--- src/rtl/seqwd_pkg.sv ---
`timescale 1ns/1ps
package seqwd_pkg;
    localparam int FLD_W    = 2;
    localparam int EN_LSB   = 24;
    localparam int SVC_LSB  = 26;
    localparam int RUN_BIT  = 31;
    localparam int FLAG_BIT = 30;

    localparam logic [FLD_W-1:0] CMD_ARM  = 2'd1;
    localparam logic [FLD_W-1:0] CMD_FIRE = 2'd2;

    typedef enum logic [1:0] {
        ST_OFF  = 2'd0,
        ST_RUN  = 2'd1,
        ST_BITE = 2'd2
    } wd_state_e;

    typedef enum logic {
        HS_IDLE  = 1'b0,
        HS_ARMED = 1'b1
    } hs_state_e;
endpackage

--- src/rtl/seqwd_handshake.sv ---
`timescale 1ns/1ps
module seqwd_handshake
    import seqwd_pkg::*;
(
    input  logic             clk,
    input  logic             rst_n,
    input  logic             wr_i,
    input  logic [FLD_W-1:0] code_i,
    output logic             fire_o
);
    hs_state_e st_q;
    hs_state_e st_d;

    always_comb begin
        st_d = st_q;
        if (wr_i) begin
            unique case (st_q)
                HS_IDLE:  st_d = (code_i == CMD_ARM) ? HS_ARMED : HS_IDLE;
                HS_ARMED: st_d = (code_i == CMD_ARM) ? HS_ARMED : HS_IDLE;
                default:  st_d = HS_IDLE;
            endcase
        end
    end

    always_ff @(posedge clk or negedge rst_n) begin
        if (!rst_n) st_q <= HS_IDLE;
        else        st_q <= st_d;
    end

    assign fire_o = wr_i && (st_q == HS_ARMED) && (code_i == CMD_FIRE);

    // an armed field is dropped by any value other than the arm code
    assert_disarm_on_other_R4: assert property (@(posedge clk) disable iff (!rst_n)
        (st_q == HS_ARMED && wr_i && code_i != CMD_ARM) |=> (st_q == HS_IDLE));

    // firing consumes the arm, so a second 2 needs a new 1
    assert_fire_consumes_R3: assert property (@(posedge clk) disable iff (!rst_n)
        fire_o |=> (st_q == HS_IDLE));
endmodule

--- src/rtl/seqwd_countdown.sv ---
`timescale 1ns/1ps
module seqwd_countdown #(
    parameter int                  RELOAD_W   = 24,
    parameter int                  PRESCALE_W = 8,
    parameter logic [RELOAD_W-1:0] RST_RELOAD = 16
) (
    input  logic                clk,
    input  logic                rst_n,
    input  logic                load_i,
    input  logic [RELOAD_W-1:0] load_val_i,
    input  logic                dec_i,
    input  logic [RELOAD_W-1:0] thr_i,
    output logic                zero_o,
    output logic                thr_hit_o
);
    localparam int                CNT_W = RELOAD_W + PRESCALE_W;
    localparam logic [CNT_W-1:0]  ONE   = CNT_W'(1);
    localparam logic [PRESCALE_W-1:0] LOW_ZERO = '0;

    logic [CNT_W-1:0] cnt_q;

    always_ff @(posedge clk or negedge rst_n) begin
        if (!rst_n)
            cnt_q <= {RST_RELOAD, LOW_ZERO};
        else if (load_i)
            cnt_q <= {load_val_i, LOW_ZERO};
        else if (dec_i && cnt_q != '0)
            cnt_q <= cnt_q - ONE;
    end

    assign zero_o    = (cnt_q == '0);
    assign thr_hit_o = (thr_i != '0) && (cnt_q == {thr_i, LOW_ZERO});

    // nothing moves the count while it is neither loaded nor running
    assert_hold_idle_R8: assert property (@(posedge clk) disable iff (!rst_n)
        (!load_i && !dec_i) |=> $stable(cnt_q));

    // a load places reload x 256 in the count
    assert_load_value_R5: assert property (@(posedge clk) disable iff (!rst_n)
        load_i |=> (cnt_q == {$past(load_val_i), LOW_ZERO}));

    // one step per running clock
    assert_single_step_R6: assert property (@(posedge clk) disable iff (!rst_n)
        (dec_i && !load_i && cnt_q != '0) |=> (cnt_q == $past(cnt_q) - ONE));
endmodule

--- src/rtl/seqwd_ctrl.sv ---
`timescale 1ns/1ps
module seqwd_ctrl
    import seqwd_pkg::*;
#(
    parameter int BITE_CYCLES = 16
) (
    input  logic clk,
    input  logic rst_n,
    input  logic toggle_i,
    input  logic service_i,
    input  logic zero_i,
    input  logic thr_hit_i,
    output logic load_o,
    output logic dec_o,
    output logic running_o,
    output logic expired_o,
    output logic rst_o,
    output logic irq_o
);
    localparam int            BW        = $clog2(BITE_CYCLES + 1);
    localparam logic [BW-1:0] BITE_LAST = BW'(BITE_CYCLES - 1);
    localparam logic [BW-1:0] BITE_ONE  = BW'(1);

    wd_state_e     state_q;
    wd_state_e     state_d;
    logic [BW-1:0] bite_q;
    logic          rst_q;
    logic          expired_q;
    logic          irq_q;

    logic toggle_ok;
    logic service_ok;
    logic expire_ev;

    assign toggle_ok  = toggle_i  && (state_q != ST_BITE);
    assign service_ok = service_i && (state_q != ST_BITE);
    assign expire_ev  = (state_q == ST_RUN) && !toggle_i && !service_i && zero_i;

    always_comb begin
        state_d = state_q;
        unique case (state_q)
            ST_OFF:  if (toggle_ok) state_d = ST_RUN;
            ST_RUN: begin
                if (toggle_ok)      state_d = ST_OFF;
                else if (expire_ev) state_d = ST_BITE;
            end
            ST_BITE: if (bite_q == BITE_LAST) state_d = ST_OFF;
            default: state_d = ST_OFF;
        endcase
    end

    // state register
    always_ff @(posedge clk or negedge rst_n) begin
        if (!rst_n) begin
            state_q <= ST_OFF;
            bite_q  <= '0;
        end else begin
            state_q <= state_d;
            bite_q  <= (state_q == ST_BITE) ? bite_q + BITE_ONE : '0;
        end
    end

    // registered outputs
    always_ff @(posedge clk or negedge rst_n) begin
        if (!rst_n) begin
            rst_q     <= 1'b0;
            expired_q <= 1'b0;
            irq_q     <= 1'b0;
        end else begin
            rst_q <= (state_d == ST_BITE);
            if (expire_ev)
                expired_q <= 1'b1;
            else if (toggle_ok && state_q == ST_OFF)
                expired_q <= 1'b0;
            if (toggle_ok || service_ok || expire_ev)
                irq_q <= 1'b0;
            else if (state_q == ST_RUN && thr_hit_i)
                irq_q <= 1'b1;
        end
    end

    assign load_o    = service_ok || expire_ev;
    assign dec_o     = (state_q == ST_RUN);
    assign running_o = (state_q == ST_RUN);
    assign expired_o = expired_q;
    assign rst_o     = rst_q;
    assign irq_o     = irq_q;

    // a reset pulse only starts out of the running state
    assert_pulse_from_run_R6: assert property (@(posedge clk) disable iff (!rst_n)
        $rose(rst_q) |-> ($past(state_q) == ST_RUN));

    // the pulse is not cut short
    assert_pulse_hold_R7: assert property (@(posedge clk) disable iff (!rst_n)
        (state_q == ST_BITE && bite_q != BITE_LAST) |=> rst_q);

    // the pulse ends stopped with the flag raised
    assert_pulse_end_R7: assert property (@(posedge clk) disable iff (!rst_n)
        $fell(rst_q) |-> (state_q == ST_OFF && expired_q));

    // no pulse appears while stopped
    assert_quiet_off_R8: assert property (@(posedge clk) disable iff (!rst_n)
        (state_q == ST_OFF && $past(state_q) == ST_OFF) |-> !rst_q);

    // the warning rises only while running
    assert_irq_running_R9: assert property (@(posedge clk) disable iff (!rst_n)
        $rose(irq_q) |-> ($past(state_q) == ST_RUN));

    // commands cannot leave the pulse early
    assert_bite_locked_R10: assert property (@(posedge clk) disable iff (!rst_n)
        (state_q == ST_BITE && bite_q != BITE_LAST) |=> (state_q == ST_BITE));
endmodule

--- src/rtl/seqwd_timer.sv ---
`timescale 1ns/1ps
module seqwd_timer
    import seqwd_pkg::*;
#(
    parameter int                  ADDR_W      = 3,
    parameter int                  RELOAD_W    = 24,
    parameter int                  PRESCALE_W  = 8,
    parameter int                  BITE_CYCLES = 16,
    parameter logic [RELOAD_W-1:0] RST_RELOAD  = 16
) (
    input  logic              clk,
    input  logic              rst_n,
    input  logic [ADDR_W-1:0] bus_addr,
    input  logic              bus_wr,
    input  logic [31:0]       bus_wdata,
    output logic [31:0]       bus_rdata,
    output logic              wdt_reset_o,
    output logic              wdt_irq_o
);
    localparam logic [ADDR_W-1:0] OFS_CTRL = ADDR_W'(0);
    localparam logic [ADDR_W-1:0] OFS_THR  = ADDR_W'(4);
    localparam int                N_CMD    = 2;

    logic [RELOAD_W-1:0] reload_q;
    logic [RELOAD_W-1:0] reload_next;
    logic [RELOAD_W-1:0] thr_q;
    logic                wr_ctrl;
    logic                wr_thr;
    logic [N_CMD-1:0]    cmd_fire;

    logic load;
    logic dec;
    logic zero;
    logic thr_hit;
    logic running;
    logic expired;

    assign wr_ctrl     = bus_wr && (bus_addr == OFS_CTRL);
    assign wr_thr      = bus_wr && (bus_addr == OFS_THR);
    assign reload_next = wr_ctrl ? bus_wdata[RELOAD_W-1:0] : reload_q;

    always_ff @(posedge clk or negedge rst_n) begin
        if (!rst_n) begin
            reload_q <= RST_RELOAD;
            thr_q    <= '0;
        end else begin
            if (wr_ctrl) reload_q <= bus_wdata[RELOAD_W-1:0];
            if (wr_thr)  thr_q    <= bus_wdata[RELOAD_W-1:0];
        end
    end

    // index 0: enable toggle field, index 1: service field
    for (genvar g = 0; g < N_CMD; g++) begin : g_cmd
        seqwd_handshake u_hs (
            .clk    (clk),
            .rst_n  (rst_n),
            .wr_i   (wr_ctrl),
            .code_i (bus_wdata[EN_LSB + FLD_W*g +: FLD_W]),
            .fire_o (cmd_fire[g])
        );
    end

    seqwd_countdown #(
        .RELOAD_W   (RELOAD_W),
        .PRESCALE_W (PRESCALE_W),
        .RST_RELOAD (RST_RELOAD)
    ) u_cnt (
        .clk        (clk),
        .rst_n      (rst_n),
        .load_i     (load),
        .load_val_i (reload_next),
        .dec_i      (dec),
        .thr_i      (thr_q),
        .zero_o     (zero),
        .thr_hit_o  (thr_hit)
    );

    seqwd_ctrl #(
        .BITE_CYCLES (BITE_CYCLES)
    ) u_ctrl (
        .clk       (clk),
        .rst_n     (rst_n),
        .toggle_i  (cmd_fire[0]),
        .service_i (cmd_fire[1]),
        .zero_i    (zero),
        .thr_hit_i (thr_hit),
        .load_o    (load),
        .dec_o     (dec),
        .running_o (running),
        .expired_o (expired),
        .rst_o     (wdt_reset_o),
        .irq_o     (wdt_irq_o)
    );

    always_comb begin
        bus_rdata = '0;
        if (bus_addr == OFS_CTRL) begin
            bus_rdata[RELOAD_W-1:0] = reload_q;
            bus_rdata[RUN_BIT]      = running;
            bus_rdata[FLAG_BIT]     = expired;
        end else if (bus_addr == OFS_THR) begin
            bus_rdata[RELOAD_W-1:0] = thr_q;
        end
    end

    // each control write leaves its low bits as the reload value
    assert_reload_store_R2: assert property (@(posedge clk) disable iff (!rst_n)
        wr_ctrl |=> (reload_q == $past(bus_wdata[RELOAD_W-1:0])));
endmodule

--- config.mk ---
export PLATFORM = sky130hd
export DESIGN_NAME = seqwd_timer
export DESIGN_NICKNAME = d
export VERILOG_FILES = /design/src/rtl/seqwd_pkg.sv /design/src/rtl/seqwd_handshake.sv /design/src/rtl/seqwd_countdown.sv /design/src/rtl/seqwd_ctrl.sv /design/src/rtl/seqwd_timer.sv
export SDC_FILE = /design/constraint.sdc
export NUM_CORES = 1
export LEC_CHECK = 0
export BUFFER_PORTS_ARGS = -buffer_cell sky130_fd_sc_hd__buf_2
export CORE_AREA = 4 4 130 82
export CTS_CLUSTER_SIZE = 24
export DETAILED_ROUTE_END_ITERATION = 10
export DIE_AREA = 0 0 134 86
export GPL_ROUTABILITY_DRIVEN = 0
export PLACE_DENSITY = 0.76
export SKIP_LAST_GASP = 1
export SLEW_MARGIN = 15
export SYNTH_ARGS = -nofsm -noshare
export SYNTH_HDL_FRONTEND = slang
export SYNTH_SLANG_ARGS = --single-unit
--- constraint.sdc ---
create_clock -name clk -period 2.65 [get_ports clk]
set_input_delay 0.53 -clock clk [delete_from_list [all_inputs] [get_ports clk]]
set_output_delay 0.53 -clock clk [all_outputs]
set_load 0.01 [all_outputs]
# == Word level (Yosys, flattened, before mapping) ==
# Cells that the tools add are included.
# Widths: inputs -> output; s select.
# totals
reg_bits,92
input_bits,38
out_inout_bits,34
elab_cells,69
# classes
add_sub_neg,2
n_eq_ne,11
muxes,18
n_reduce_logical,28
# op_table
cell,count
$mux 24,3
$mux 32,2
$eq 32x32->1,1
$logic_not 32->1,1
$reduce_bool 32->1,1
$sub 32x1->32 const B,1
$reduce_bool 24->1,1
$logic_and 1x1->1,15
$mux 2,5
$eq 2x2->1 const B,4
$eq 2x1->1 const B,3
$mux 1,6
$pmux 2 s3,1
$reduce_bool 2->1,3
$add 5x1->5 const B,1
$eq 5x4->1 const B,1
$mux 5,1
$eq 3x3->1 const B,1
$logic_not 3->1,1
$logic_or 1x1->1,3
$logic_not 1->1,2
$logic_not 2->1,1
$ne 2x2->1 const B,1

# == Longest topological paths before layout ==
# Gate-level depths: netlist (run 1).
# depth
ltp_word,12
mapped_depth,9
ltp_nobuf,6

# == Cells and area by module ==
# Synthesis (run 1) repeated with hierarchy kept, for this count alone.
# hier_totals
cells_unflattened,481
hier_area_um2,5112.4
# by_module_without_submodules
mod,instances,cells_each,area_each_um2
seqwd_countdown,1,257,2259.7
seqwd_timer,1,167,2250.9
seqwd_ctrl,1,47,504.2
seqwd_handshake,2,5,48.8

# == Worst setup path after synthesis (run 1) ==
# Ideal clock, no wire load.
# synth_timing
kind,input-to-reg
startpoint,input port bus_addr[1]
endpoint,register u_cnt.cnt_q[11]
t_arrival_ns,2.177
required_time_ns,2.518
path_slack_ns,0.341
cell_stages,7
n_path_buf,2
path_cell_list,or4b_1 > clkbuf_1 > a21oi_1 > nor4_4 > nor2_1 > buf_2 > a31oi_1
# synth_between
elab_chain_len,10
word_cells_on_any_way,16
cone_classes,mux (2); reduce/logical (14)
# synth_rtl
item,line_no,rtl
from (decl),seqwd_timer.sv:13,"input logic [ADDR_W-1:0] bus_addr,"
$logic_not 3->1 *,seqwd_timer.sv:38,assign wr_ctrl = bus_wr && (bus_addr == OFS_CTRL);
$logic_and 1x1->1 *,seqwd_timer.sv:38,
$logic_and 1x1->1 (2 in series),seqwd_handshake.sv:30,assign fire_o = wr_i && (st_q == HS_ARMED) && (code_i == CMD_FIRE);
$logic_not 1->1,seqwd_ctrl.sv:37,assign expire_ev = (state_q == ST_RUN) && !toggle_i && !service_i && zero_i;
$logic_and 1x1->1 (3 in series),seqwd_ctrl.sv:37,
$logic_or 1x1->1,seqwd_ctrl.sv:82,assign load_o = service_ok || expire_ev;
$mux 32 or $reduce_bool 2->1 (tied branches),-,
to (signal assigned),seqwd_countdown.sv:24,"cnt_q <= {RST_RELOAD, LOW_ZERO};"
to (signal assigned),seqwd_countdown.sv:26,"cnt_q <= {load_val_i, LOW_ZERO};"
to (signal assigned),seqwd_countdown.sv:28,cnt_q <= cnt_q - ONE;
to (decl),seqwd_countdown.sv:20,logic [CNT_W-1:0] cnt_q;
# Mark *: on every way between the ends. The rest lies on a longest branch, timed or not.
# A chain may end at the register's enable or synchronous reset.

# == Worst setup path after layout (run 1) ==
# layout_timing
startpoint,register u_cnt.cnt_q[9]
endpoint,register u_cnt.cnt_q[26]
# layout_between
elab_chain_len,4
word_cells_on_any_way,9
cone_classes,add/sub (1); mux (2); reduce/logical (6)
# layout_rtl
item
"parallel branches: the longest is 4 deep, another holds $sub 32x1->32"
# Several ways; the timed one is not identified. The select of a mux whose other input is x is not followed.

==> summary by stage, run 1 <==
STA
The maximum operating frequency is just under 400 MHz. The clock period could shrink to about 2500 ps. The total negative slack for setup checks is 0 ps.

The max-slew headroom at the worst pin is approximately half. Setup violations remaining at the end of the flow were counted as 0. The number of endpoints with negative hold slack in the final report is 0. Final hold analysis gives a worst-case slack of around 140 ps. For the pin with the worst max-slew slack, the measured transition is 766 ps. Clock skew on the completed layout was measured at ~5.4 ps. The final critical path takes up a little over nine tenths of the cycle. The count of final max-slew check failures came to 0. Setup repair after global routing left no endpoint under its margin.

Placement
The placed instance count is between 600 and 700. The count of buffers added on input and output ports is around 60. The HPWL after detailed placement is just over 10 mm.

Layout
For this run, the post-layout net count is about 600. The area growth from synthesis to layout is 16.7%. The number of antenna diodes in the final layout is 0.

Of the cells placed in the final design, the portion with a size suffix greater than 1 is 31.9%. Fill cells in the final layout number 782. The number of non-filler instances in the completed layout is around 700. The register cell area after layout is 2300 sq um.

The multi-input combinational cells in the finished layout cover a total of 2640 sq um.

Setup path
Data on the critical path arrives at its endpoint at approximately 2800 ps. Along the worst path, the maximum fanout reaches 12. The kind of end point of the critical path is a register. The critical path in this run is classified as reg -> reg.

The sort of element at the start of the critical path is a register. The required time of the worst setup path is a little under 3000 ps.

Drt
The average wire per cell in the routed design is 20.7 microns. The aggregate routed wire length is approximately 14 mm. The number of vias per cell is around 6.4. The first detailed-routing pass took 6 iterations.

After detailed routing, the number of remaining DRC violations is 0. Summing over every cut layer, the via total after detailed routing is about 4,400. For this block, the initial DRC count from the detailed router was 498. The detail route stage leaves a number of antenna-violating nets equal to 0.

CTS
The tree built by TritonCTS fans out to 92 sinks. The later pin in the worst-skew pair is clocked with a latency of 340 ps. The hold buffer count at CTS is 0. The H-tree depth is 3. The TritonCTS clock tree is built. The deepest clock path buffer count is 2. The clock edge transition at the registers on the reported setup and hold paths is approximately 60 ps. The count of buffers added by post-CTS timing repair for setup is 0. Once the clock tree was built, the resizer swapped 0 gates to a different size.

The cell chosen for the clock root is sky130_fd_sc_hd__clkbuf_16. The number of CTS-inserted buffers is 9.

Synthesis
The number of synthesized register bits is between 90 and 100. The most used flip-flop cell after synthesis is sky130_fd_sc_hd__dfrtp_1. The synthesis warning total is 0. The number of different library cells used by synthesis comes to 59. The number of enable flip-flop cells after synthesis is 0. By area, the combinational part of the netlist is dominated by simple AND/OR/NAND/NOR gates. Multiplexer cells account for approximately a tenth of the synthesized area. The synthesized cell area is 5130 sq um. The share of synthesized cell area in full adder, half adder and majority cells is 0.975%. The share of flip-flops with an asynchronous set or reset after synthesis is between 90% and 100%. Of the total synthesized cell area, the portion taken by XOR and XNOR cells is 5.12%. Of the total synthesized cell area, the portion taken by AND, OR, NAND and NOR gates is approximately 18%. The cell count after synthesis came out at roughly 470. The share of the synthesized area in compound gates (AO/OA/AOI/OAI) is between 15 and 20%. The sequential element share of the synthesized area is 44.9%. The average cell area after synthesis is ~11 sq um.

Die
The placeable core region is around 9600 sq um. The die covers ~12,000 sq um. The floorplan has 28 rows. The overall die width is about 130 microns.

The floorplan step set the die height to roughly 86 microns. The total I/O pin count is a little over 70. The starting density of the core is a little over half.

Outcome
The flow ran to the end, and the final reports show no timing, DRC or antenna violations.

Power
The part of the total power dissipated in the clock network is 22.6%. Sequential cells account for a little over two fifths of the total power. The highest ir drop seen on vdd is around 0.00044 V.

Combinational logic is responsible for approximately a third of the overall power. The switching power of the nets is just over 2 mW. The power per standard cell area is about 910 nW/um^2.

The net switching fraction of the power is about 38%. The analysis attributes to cell leakage a power of about 2.5 nW. The internal power contribution is around 3.4 mW.

Min path
The min-delay analysis places its worst path in the category in -> async.

Run
The number of max-cap violations is 0.

Global route
The first global-routing pass estimated ~23 mm of wire. The remaining global-route overflow is 0. The via count of the first global-routing pass is 4,500. Global routing used 25.8% of the available tracks across all layers.

The initial antenna violation count is 0. The pin count of the biggest net entering global routing is 39.
## critical path, cell delays in order (launching register included)
cell and delay [ps]:
sky130_fd_sc_hd__dfrtp_1 480, sky130_fd_sc_hd__nor4_2 450, sky130_fd_sc_hd__nand2_1 190, sky130_fd_sc_hd__or3_1 550, sky130_fd_sc_hd__or4_1 560, sky130_fd_sc_hd__a31oi_1 200
## layer usage
layer	vias up	track usage (%)	share of wire, %
met5	-	0	0
met4	0	6.54	1.3
met3	24	7.56	9.7
met2	228	40.4	45
met1	2161	35.5	44
li1	1956	-	-
## path summary, 6_finish.rpt
kind                                       start               end  slack, ps  depth (start not counted)
worst min-delay path                       rst_n          thr_q[6]        140                          1
worst max register to register    u_cnt.cnt_q[9]   u_cnt.cnt_q[26]        120                          5
worst min register to register  u_ctrl.bite_q[0]  u_ctrl.bite_q[0]        470                          1
min in group clk                    bus_wdata[4]          thr_q[4]        430                          2
worst max-delay path              u_cnt.cnt_q[9]   u_cnt.cnt_q[26]        120                          5
max in group asynchronous                  rst_n       reload_q[4]       1780                          2
## power by group through the flow
stage          Combinational, mW  Sequential (mW)  Clock [mW]
2_1_floorplan               1.35             2.15           0
3_3_place_gp                1.81             2.26           0
3_5_place_dp                1.89             2.30           0
4_1_cts                     1.90             2.28        1.26
5_1_grt                     2.11             2.35        1.33
6_report                    1.93             2.30        1.24
## cell type report
class | count | share of cell area [%]
sequential | 92 | 38.5
inverter | 4 | 0.251
clock inverter | 2 | 0.585
timing repair buffer | 92 | 9.65
clock buffer | 14 | 4.07
tap | 135 | 2.82
multi-input combinational | 347 | 44.1
## layout by cell type (no fill, tap or decap), types with 5 or more instances in the layout
cell                        netlist  layout
sky130_fd_sc_hd__clkbuf_1        13       5
sky130_fd_sc_hd__nand2b_1         5       5
sky130_fd_sc_hd__nor2_1          15      15
sky130_fd_sc_hd__clkbuf_16        0       9
sky130_fd_sc_hd__nand3_1         12      12
sky130_fd_sc_hd__and2_1           5       5
sky130_fd_sc_hd__dfrtp_1         90      90
sky130_fd_sc_hd__o21ai_0         11      11
sky130_fd_sc_hd__xnor2_1         23      23
sky130_fd_sc_hd__or4_1           15      15
sky130_fd_sc_hd__a31oi_1         18      18
sky130_fd_sc_hd__nand4_1         12      12
sky130_fd_sc_hd__buf_2           10      60
sky130_fd_sc_hd__xor2_1           7       7
sky130_fd_sc_hd__mux2_2          48      48
sky130_fd_sc_hd__nor4_1           9       9
sky130_fd_sc_hd__buf_4            8      29
sky130_fd_sc_hd__conb_1           1       6
sky130_fd_sc_hd__nor3_1          11      10
sky130_fd_sc_hd__a21oi_1         26      26
sky130_fd_sc_hd__or3_1           15      15
sky130_fd_sc_hd__or2_2            6       6
sky130_fd_sc_hd__a22o_1          24      24
sky130_fd_sc_hd__nand2_1          9       9
sky130_fd_sc_hd__o31ai_1         18      18
## cells in the mapped netlist, types with 5 or more instances
cell type | n | area (sq um)
sky130_fd_sc_hd__dfrtp_1 | 90 | 2250
sky130_fd_sc_hd__mux2_2 | 48 | 541
sky130_fd_sc_hd__a21oi_1 | 26 | 130
sky130_fd_sc_hd__a22o_1 | 24 | 210
sky130_fd_sc_hd__xnor2_1 | 23 | 201
sky130_fd_sc_hd__a31oi_1 | 18 | 113
sky130_fd_sc_hd__o31ai_1 | 18 | 135
sky130_fd_sc_hd__nor2_1 | 15 | 56.3
sky130_fd_sc_hd__or3_1 | 15 | 93.8
sky130_fd_sc_hd__or4_1 | 15 | 113
sky130_fd_sc_hd__clkbuf_1 | 13 | 48.8
sky130_fd_sc_hd__nand3_1 | 12 | 60.1
sky130_fd_sc_hd__nand4_1 | 12 | 75.1
sky130_fd_sc_hd__nor3_1 | 11 | 55.1
sky130_fd_sc_hd__o21ai_0 | 11 | 55.1
sky130_fd_sc_hd__buf_2 | 10 | 50.1
sky130_fd_sc_hd__nand2_1 | 9 | 33.8
sky130_fd_sc_hd__nor4_1 | 9 | 56.3
sky130_fd_sc_hd__buf_4 | 8 | 60.1
sky130_fd_sc_hd__xor2_1 | 7 | 61.3
sky130_fd_sc_hd__or2_2 | 6 | 37.5
sky130_fd_sc_hd__and2_1 | 5 | 31.3
sky130_fd_sc_hd__nand2b_1 | 5 | 31.3
## per-stage QoR
| stage | power (mW) | cell area (sq um) | setup slack (ps) | util (%) |
|---|---|---|---|---|
| detailed placement | 4.19 | 5710 | 90.4 | 59.7 |
| global placement | 4.07 | 5710 | 113 | 59.7 |
| floorplan | 3.50 | 5150 | 341 | - |
| finish | 5.47 | 5990 | 123 | 62.6 |
| CTS | 5.44 | 5990 | 170 | 62.6 |
| global route | 5.79 | 5990 | 16.7 | 62.6 |
## cells by family (layout without fill, tap and decap cells)
family | Yosys count | after routing
AND/OR/NAND/NOR | 142 | 142
other | 1 | 6
buffers and inverters | 39 | 112
AO/OA/AOI/OAI | 117 | 117
adder cells (fa/ha/maj) | 4 | 4
multiplexers | 48 | 48
flip-flops | 92 | 92
XOR/XNOR | 30 | 30
## flip-flops by register name (all words and copies together) (netlist names)
register / cells
g_cmd.u_hs.st_q: 2
u_ctrl.irq_o: 1
u_ctrl.expired_o: 1
reload_q: 24
u_ctrl.bite_q: 5
thr_q: 24
u_cnt.cnt_q: 32
u_ctrl.rst_o: 1
u_ctrl.state_q: 2
(Power assumes the default switching activity.)
==> run 2: changes to the inputs <==
--- a/config.mk
+++ b/config.mk
@@ -6,14 +6,15 @@
 export NUM_CORES = 1
 export LEC_CHECK = 0
 export BUFFER_PORTS_ARGS = -buffer_cell sky130_fd_sc_hd__buf_2
-export CORE_AREA = 4 4 130 82
+export CORE_AREA = 4 4 136 86
 export CTS_CLUSTER_SIZE = 24
 export DETAILED_ROUTE_END_ITERATION = 10
-export DIE_AREA = 0 0 134 86
+export DIE_AREA = 0 0 140 90
 export GPL_ROUTABILITY_DRIVEN = 0
-export PLACE_DENSITY = 0.76
+export PLACE_DENSITY = 0.7
 export SKIP_LAST_GASP = 1
 export SLEW_MARGIN = 15
 export SYNTH_ARGS = -nofsm -noshare
 export SYNTH_HDL_FRONTEND = slang
+export SYNTH_HIERARCHICAL = 1
 export SYNTH_SLANG_ARGS = --single-unit
==> constraint.sdc (replaced) <==
create_clock -name clk -period 2.64 [get_ports clk]
set_input_delay 0.528 -clock clk [delete_from_list [all_inputs] [get_ports clk]]
set_output_delay 0.528 -clock clk [all_outputs]
set_load 0.01 [all_outputs]
==> run 2 against run 1 <==
The run now ends with setup timing left. Hold slack improved by 57 ps. First-iteration DRC count decreased by 28%. Flip-flop and latch count unchanged. Area after synthesis decreased by 0.37%. Register-to-register slack got worse by 290 ps. Sequential power decreased by 16%. Routed wire length decreased by 1.0%. Maximum frequency decreased by 9.9%. Cell count increased by 7.9%. Non-clock buffer count increased by 37. Power decreased by 20%. Critical endpoint is now u_cnt/cnt_q[5]. Largest cell class unchanged.
==> summary by stage, run 2 <==
Layout
Leaving out fill and tap cells, the most frequent cells in the layout are 90 x sky130_fd_sc_hd__dfrtp_1, 62 x sky130_fd_sc_hd__buf_4, 60 x sky130_fd_sc_hd__buf_2, 48 x sky130_fd_sc_hd__mux2_2, 44 x sky130_fd_sc_hd__nor2_1. The total number of nets in the final design was 637 (+8.3%). The number of antenna cells inserted came to 0 (unchanged). The flip-flop count of the largest register, all copies and words added is 32 (unchanged).

The fraction of final layout cells sized beyond drive strength 1 is 39.8% (+7.8 points). The largest registers in the layout are u_cnt/cnt_q x32, reload_q x24, thr_q x24. Compared with the post-synthesis result, the final layout area differs by 25.7%. Ranked by flip-flop count, first place goes to u_cnt/cnt_q. Leaving out fill and tap cells, the most frequent cell in the layout is sky130_fd_sc_hd__dfrtp_1.

Synthesis
The synthesized instance count is 481 (+1.7%). After synthesis, the largest family of logic cells by area is simple AND/OR/NAND/NOR gates. The most instantiated library cell after synthesis is sky130_fd_sc_hd__dfrtp_1. The synthesis warning total is 6 (+6). In the synthesized netlist, the cells that appear most often are 90 x sky130_fd_sc_hd__dfrtp_1, 50 x sky130_fd_sc_hd__nor2_1, 48 x sky130_fd_sc_hd__mux2_2.

The share of the synthesized area in compound gates (AO/OA/AOI/OAI) is 10.1% (-6.3 points). By area the synthesized netlist is led by sky130_fd_sc_hd__dfrtp_1 44%, sky130_fd_sc_hd__mux2_2 11%, sky130_fd_sc_hd__xnor2_1 5.3%. The sequential element share of the synthesized area is 45.1% (+0.16 points). The synthesized cell area came to 5110 sq um (-0.37%). The average cell area after synthesis was 10.6 sq um (-2.0%). For this run, the leading register cell type out of synthesis is sky130_fd_sc_hd__dfrtp_1. The fraction of synthesized cell area in xor and xnor cells is 5.82% (+0.70 points).

The share of flip-flops with an asynchronous set or reset after synthesis came to 100% (unchanged). The multiplexer fraction of the synthesized cell area is 15.3% (+4.7 points). The number of distinct standard cells referenced by the synthesized netlist was 62 (+5.1%). The number of enable flip-flop cells after synthesis is 0 (unchanged). The largest area contributor in the synthesized netlist is sky130_fd_sc_hd__dfrtp_1. The simple-gate share of the synthesized area is 18.5% (+0.56 points).

The portion of synthesized cell area occupied by the leading cell type is 44.1% (+0.16 points). The share of synthesized cell area in full adder, half adder and majority cells is 0.734% (-0.24 points). The number of synthesized register bits is 92 (unchanged).

CTS
The clock edge transition at the registers on the reported setup and hold paths is 60 ps (about the same). The number of CTS-inserted buffers is 9 (unchanged). The deepest clock path buffer count came to 2 (unchanged). The hold buffer count at CTS is 0 (unchanged). The number of clock sinks is 92 (unchanged). The clock latency reported for the late side of the worst-skew pair came to 350 ps (about the same). The H-tree depth was 3 (unchanged).

The TritonCTS clock tree is built. The root buffer cell chosen for the clock tree is sky130_fd_sc_hd__clkbuf_16.

Global route
The global-route total usage across every layer came to 22.3% (-3.5 points). The via count of the first global-routing pass came to 4,188 (-6.9%). The remaining global-route overflow is 0 (unchanged). The initial antenna violation count is 0 (unchanged). The first-pass GRT wire length was 22.6 mm (-3.5%). The pin count of the biggest net entering global routing is 49 (+26%).

Drt
The detailed router's first-iteration violation count came to 360 (-28%). The number of vias per cell was 5.86 (-7.9%). The number of remaining DRC errors is 0 (unchanged).

The aggregate routed wire length was 14.1 mm (-1.0%). The residual antenna-violating net count after detailed routing is 0 (unchanged). The average wire per cell in the routed design was 19.0 microns (-8.3%). The total vias in the final route is 4,340 (-0.66%). The iteration count of the initial detailed-routing pass is 4 (-2).

Placement
The number of input and output port buffers inserted came to 61 (unchanged). The HPWL after detailed placement is 10.3 mm (+0.25%).

STA
The final count of negative-setup-slack endpoints is 30 (+30). The maximum clock skew at final layout is 6.38 ps (+0.986 ps). Setup repair after global routing could not meet its margin everywhere.

The maximum operating frequency is 356 MHz (-9.9%). The slew at the pin closest to its max-slew limit is 634 ps (-131 ps). The setup slack after layout came to -166 ps (-289 ps). The count of final max-slew check failures is 0 (unchanged). The clock period minus final worst setup slack is 2810 ps (+279 ps). The final critical-path share of the clock period was 106% (+11 points). The number of endpoints with negative hold slack in the final report was 0 (unchanged). The max-slew headroom at the worst pin is 56.6% (+8.1 points). The final-layout worst hold slack was 198 ps (+57.5 ps).

Power
The power per standard cell area is 685 nW/um^2 (-25%). The leakage power is 2.70 nW (+7.0%). The power consumption came to 4.40 mW (-20%). The highest ir drop seen on vdd came to 0.000351 V (-21%).

Die
The starting density of the core is 49.3% (-4.4 points). The placeable core region was 10,400 sq um (+8.5%). The overall die width is 140 microns (+4.5%). The total I/O pin count is 72 (unchanged). The row count is 29 (+3.6%).

The die extent in y is 90 microns (+4.7%). The full die area came to 12,600 sq um (+9.3%).

Setup path
The data arrival time of the critical path came to 3040 ps (+260 ps). STA classifies the critical path startpoint as a register. The required time of the worst setup path came to 2870 ps (-40 ps).

The category of the most critical setup path is reg -> reg. STA classifies the critical path endpoint as a register. The maximum fanout along the worst path came to 8 (-4).

Min path
The tightest min-delay check is of the in -> async type.

Outcome
The run finished, with violations left. The final reports fail on setup timing.

Run
The number of max-cap violations is 0 (unchanged).
-- run 2: cell count changes in the layout (fill, tap and decap cells not counted), sizes merged, moves of 5 or more --
cell / previous run / this run
nor2: 15 / 50
a21oi: 26 / 7
mux2i: 0 / 24
nor3: 11 / 2
buf: 92 / 129
o21ai: 13 / 18
inv: 4 / 14
a22o: 24 / 0
nand2: 10 / 20
o31ai: 20 / 9
xnor2: 23 / 31
-- run 2: routing by layer --
metal / global-route usage [%] / routed length (microns)
met5: 0 / 0
met4: 5.08 / 188
met3: 6.47 / 1100
met2: 31.1 / 5780
met1: 34.1 / 6980
-- run 2: area by class of cell --
| type | count | area, sq um |
|---|---|---|
| clock buffer | 10 | 229 |
| tap | 139 | 174 |
| timing repair buffer | 129 | 871 |
| clock inverter | 6 | 68.8 |
| fill | 854 | 3950 |
| inverter | 12 | 57.6 |
| multi-input combinational | 352 | 2720 |
| sequential | 92 | 2300 |
-- run 2: kinds of logic (layout without fill, tap and decap cells) --
| group | after synthesis | count (layout) |
|---|---|---|
| simple gates | 164 | 164 |
| buf+inv | 42 | 157 |
| xor+xnor | 34 | 34 |
| fa+ha+maj | 3 | 3 |
| other cells | 1 | 6 |
| compound gates | 73 | 73 |
| mux | 72 | 72 |
| flops | 92 | 92 |
-- run 2: final timing paths --
path / startpoint / end / slack [ps] / cells past startpoint
worst max register to register: u_cnt/cnt_q[15] / u_cnt/cnt_q[5] / -170 / 9
min in group clk: bus_wdata[25] / g_cmd[0].u_hs/st_q / 380 / 2
worst min-delay path: rst_n / g_cmd[1].u_hs/st_q / 200 / 1
worst max-delay path: u_cnt/cnt_q[15] / u_cnt/cnt_q[5] / -170 / 9
worst min register to register: u_ctrl/bite_q[0] / u_ctrl/bite_q[0] / 460 / 1
max in group asynchronous: rst_n / reload_q[4] / 1710 / 2
-- run 2: timing repair --
item / CTS / global route
endpoints found under the hold margin: 0 / 0
buffers inserted: 1 / 0
gates resized for setup: 10 / 27
setup endpoints to repair: 35 / 33
pin swaps: 1 / 6
-- run 2: critical path: stages, from the launching register on --
cell and delay (ps):
sky130_fd_sc_hd__dfrtp_1 390, sky130_fd_sc_hd__or4_4 530, sky130_fd_sc_hd__or4_4 440, sky130_fd_sc_hd__or4_4 490, sky130_fd_sc_hd__clkinv_8 60, sky130_fd_sc_hd__nand3b_1 80
sky130_fd_sc_hd__o211ai_2 230, sky130_fd_sc_hd__buf_6 190, sky130_fd_sc_hd__a311oi_2 50, sky130_fd_sc_hd__a41o_1 230
-- run 2: metrics by stage --
stage | area, sq um | setup WS, ps | utilization (%) | setup TNS, ps | instances
floorplan | 5190 | -287 | - | -8070 | 486
global placement | 5990 | -254 | 57.7 | -5620 | 723
detailed placement | 5990 | -289 | 57.7 | -6680 | 723
CTS | 6330 | -164 | 61.0 | -3220 | 740
global route | 6430 | -261 | 61.9 | -5690 | 740
finish | 6430 | -166 | 61.9 | -3430 | 740
-- run 2: power breakdown --
| part | switching [mW] | leakage, nW | internal [mW] | total (mW) |
|---|---|---|---|---|
| clock | 0.565 | 0.144 | 0.743 | 1.31 |
| sequential | 0.255 | 1.05 | 1.69 | 1.94 |
| combinational | 0.568 | 1.51 | 0.580 | 1.15 |
| total | 1.39 | 2.70 | 3.01 | 4.40 |
==> run 3: changes to the inputs <==
--- a/config.mk
+++ b/config.mk
@@ -12,6 +12,7 @@
 export DIE_AREA = 0 0 140 90
 export GPL_ROUTABILITY_DRIVEN = 0
 export PLACE_DENSITY = 0.7
+export RECOVER_POWER = 50
 export SKIP_LAST_GASP = 1
 export SLEW_MARGIN = 15
 export SYNTH_ARGS = -nofsm -noshare
==> run 3 against run 2 <==
The flow still finishes with violations (setup timing). Clock power barely moved. Cell count stayed put. Sequential share of layout area increased by 0.098 points. Maximum frequency fell by 0.25%. Power shrank 0.15%. Highest routed layer unchanged.
==> summary by stage, run 3 (synthesis results as in run 2) <==
CTS
The number of clock sinks is 92 (unchanged). The deepest clock path buffer count is 2 (unchanged). The hold buffer count at CTS is 0 (unchanged). The cell chosen for the clock root is sky130_fd_sc_hd__clkbuf_16. The H-tree depth is 3 (unchanged). The number of CTS-inserted buffers is 9 (unchanged).

The clock edge transition at the registers on the reported setup and hold paths is 60 ps (about the same). The TritonCTS clock tree is built. The clock latency reported for the late side of the worst-skew pair was 350 ps (about the same).

Placement
The minimum setup slack after placement came to -289 ps (unchanged). The HPWL after detailed placement came to 10.3 mm (unchanged). The area of placed instances was 5990 sq um (unchanged). The number of input and output port buffers inserted was 61 (unchanged).

STA
The count of final max-slew check failures is 0 (unchanged). The maximum operating frequency was 356 MHz (-0.25%). Setup repair after global routing could not meet its margin everywhere.

The max-slew headroom at the worst pin was 18.2% (-38 points). The maximum clock skew at final layout is 6.61 ps (+0.226 ps). The final critical-path share of the clock period is 107% (+0.26 points). The clock period minus final worst setup slack is 2810 ps (+6.94 ps). The final count of negative-setup-slack endpoints is 30 (unchanged). The setup slack after layout is -173 ps (-6.94 ps).

The number of endpoints with negative hold slack in the final report was 0 (unchanged). The total negative slack for setup checks is -3530 ps (-96.4 ps). The slew at the pin closest to its max-slew limit came to 1230 ps (+593 ps).

Layout
The most common cell after layout, fill and taps aside is sky130_fd_sc_hd__dfrtp_1. The flip-flop count of the largest register, all copies and words added is 32 (unchanged). The number of antenna cells inserted is 0 (unchanged). The fraction of final layout cells sized beyond drive strength 1 was 39.8% (unchanged). The largest registers in the layout are u_cnt/cnt_q x32, reload_q x24, thr_q x24. The final core utilization came to 61.8% (-0.17 points). The register with the most flip-flops is u_cnt/cnt_q. The final non-filler cell area is 6410 sq um (-0.27%).

The total number of nets in the final design is 637 (unchanged). The top cell types in the final layout, fill and taps aside, are 90 x sky130_fd_sc_hd__dfrtp_1, 61 x sky130_fd_sc_hd__buf_4, 60 x sky130_fd_sc_hd__buf_2, 48 x sky130_fd_sc_hd__mux2_2, 44 x sky130_fd_sc_hd__nor2_1. The signed area change from the synthesized netlist to the final layout is 25.4%.

Drt
The iteration count of the initial detailed-routing pass is 5 (+1). The total met3 wirelength after detailed routing is 1.25 mm (+14%). The total vias in the final route is 4,325 (-0.35%).

Routed signal wires occupy layers up through met4. The number of remaining DRC errors is 0 (unchanged). The average wire per cell in the routed design is 18.9 microns (-0.47%). The aggregate routed wire length is 14.0 mm (-0.47%). The number of vias per cell is 5.84 (-0.35%). The met2 routed wirelength is 5.78 mm (about the same). The detailed router's first-iteration violation count is 384 (+6.7%). The residual antenna-violating net count after detailed routing is 0 (unchanged). The wire length on met1 is 6.78 mm (-2.9%).

Power
The power per standard cell area is 686 nW/um^2 (+0.12%). The power consumption is 4.39 mW (-0.15%). The highest ir drop seen on vdd is 0.000352 V (+0.25%).

The leakage power was 2.70 nW (-0.22%).

Global route
The first-pass GRT wire length is 22.6 mm (unchanged). The remaining global-route overflow came to 0 (unchanged). The global-route total usage across every layer is 22.3% (unchanged). The via count of the first global-routing pass is 4,188 (unchanged). The initial antenna violation count is 0 (unchanged). The pin count of the biggest net entering global routing is 49 (unchanged).

Outcome
The run finished, with violations left. The final reports fail on setup timing.

Setup path
The worst setup path is captured at a register. The longest individual stage delay on the worst path is 540 ps (about the same). The required time of the worst setup path is 2870 ps (about the same). The slowest stage of the critical path belongs to the cell sky130_fd_sc_hd__or4_4. Walking the worst path, the cells encountered are or4_4 -> or4_4 -> or4_4 -> clkinv_8 -> nand3b_1 -> o211ai_2 -> buf_6 -> a311oi_2 -> a41o_1. The library cell appearing most often on the critical path is sky130_fd_sc_hd__or4_4.

The maximum fanout along the worst path came to 8 (unchanged). The data arrival time of the critical path is 3050 ps (about the same). The critical path in this run is classified as reg -> reg. The sort of element at the start of the critical path is a register.

Min path
The worst hold-check path type is in -> reg.

Die
The die extent in y is 90 microns (unchanged). The starting density of the core is 49.3% (unchanged). The full die area is 12,600 sq um (unchanged). The overall die width is 140 microns (unchanged). The placeable core region is 10,400 sq um (unchanged). The total I/O pin count is 72 (unchanged). The row count is 29 (unchanged).

Run
The number of max-cap violations is 0 (unchanged).
-- run 3: final timing paths --
kind | to | slack, ps | cells after the start | from
hold / removal | g_cmd[0].u_hs/st_q | 380 | 2 | bus_wdata[25]
setup reg to reg | u_cnt/cnt_q[5] | -170 | 9 | u_cnt/cnt_q[15]
hold reg to reg | u_ctrl/bite_q[0] | 460 | 1 | u_ctrl/bite_q[0]
setup / recovery | u_cnt/cnt_q[5] | -170 | 9 | u_cnt/cnt_q[15]
max in group asynchronous | reload_q[5] | 490 | 2 | rst_n
min in group asynchronous | g_cmd[1].u_hs/st_q | 420 | 1 | rst_n
-- run 3: power breakdown --
part / total [mW] / internal, mW / switching (mW)
sequential: 1.94 / 1.69 / 0.253
combinational: 1.14 / 0.577 / 0.566
clock: 1.31 / 0.743 / 0.565
total: 4.39 / 3.01 / 1.39
-- run 3: area by class of cell --
cell class / count / area (sq um)
Clock buffer: 10 / 229
Clock inverter: 6 / 68.8
Fill cell: 857 / 3970
Inverter: 12 / 57.6
Multi-Input combinational cell: 352 / 2720
Sequential cell: 92 / 2300
Tap cell: 139 / 174
Timing Repair Buffer: 129 / 853
-- run 3: routing by layer --
| layer | track usage, % | vias to the layer above |
|---|---|---|
| met5 | 0 | - |
| met4 | 5.08 | 0 |
| met3 | 6.47 | 16 |
| met2 | 31.1 | 175 |
| met1 | 34.1 | 2140 |
| li1 | - | 1994 |
-- run 3: per-stage QoR --
step	hold slack, ps	instances
6_report	383	740
5_1_grt	380	740
4_1_cts	224	740
3_5_place_dp	449	723
3_3_place_gp	442	723
2_1_floorplan	232	486
-- run 3: worst max-delay path, delay by kind of cell, from the launching register on --
kind                   cells  cell delay [ps]
buffers and inverters      2              250
AO/OA/AOI/OAI              3              510
flip-flops                 1              390
AND/OR/NAND/NOR            4             1550
-- run 3: repair_timing --
action | 4_1_cts | 5_1_grt
setup endpoints to repair | 35 | 33
resized for setup | 10 | 27
pin swaps | 1 | 6
setup buffers | 1 | 0
cloned | 0 | 0
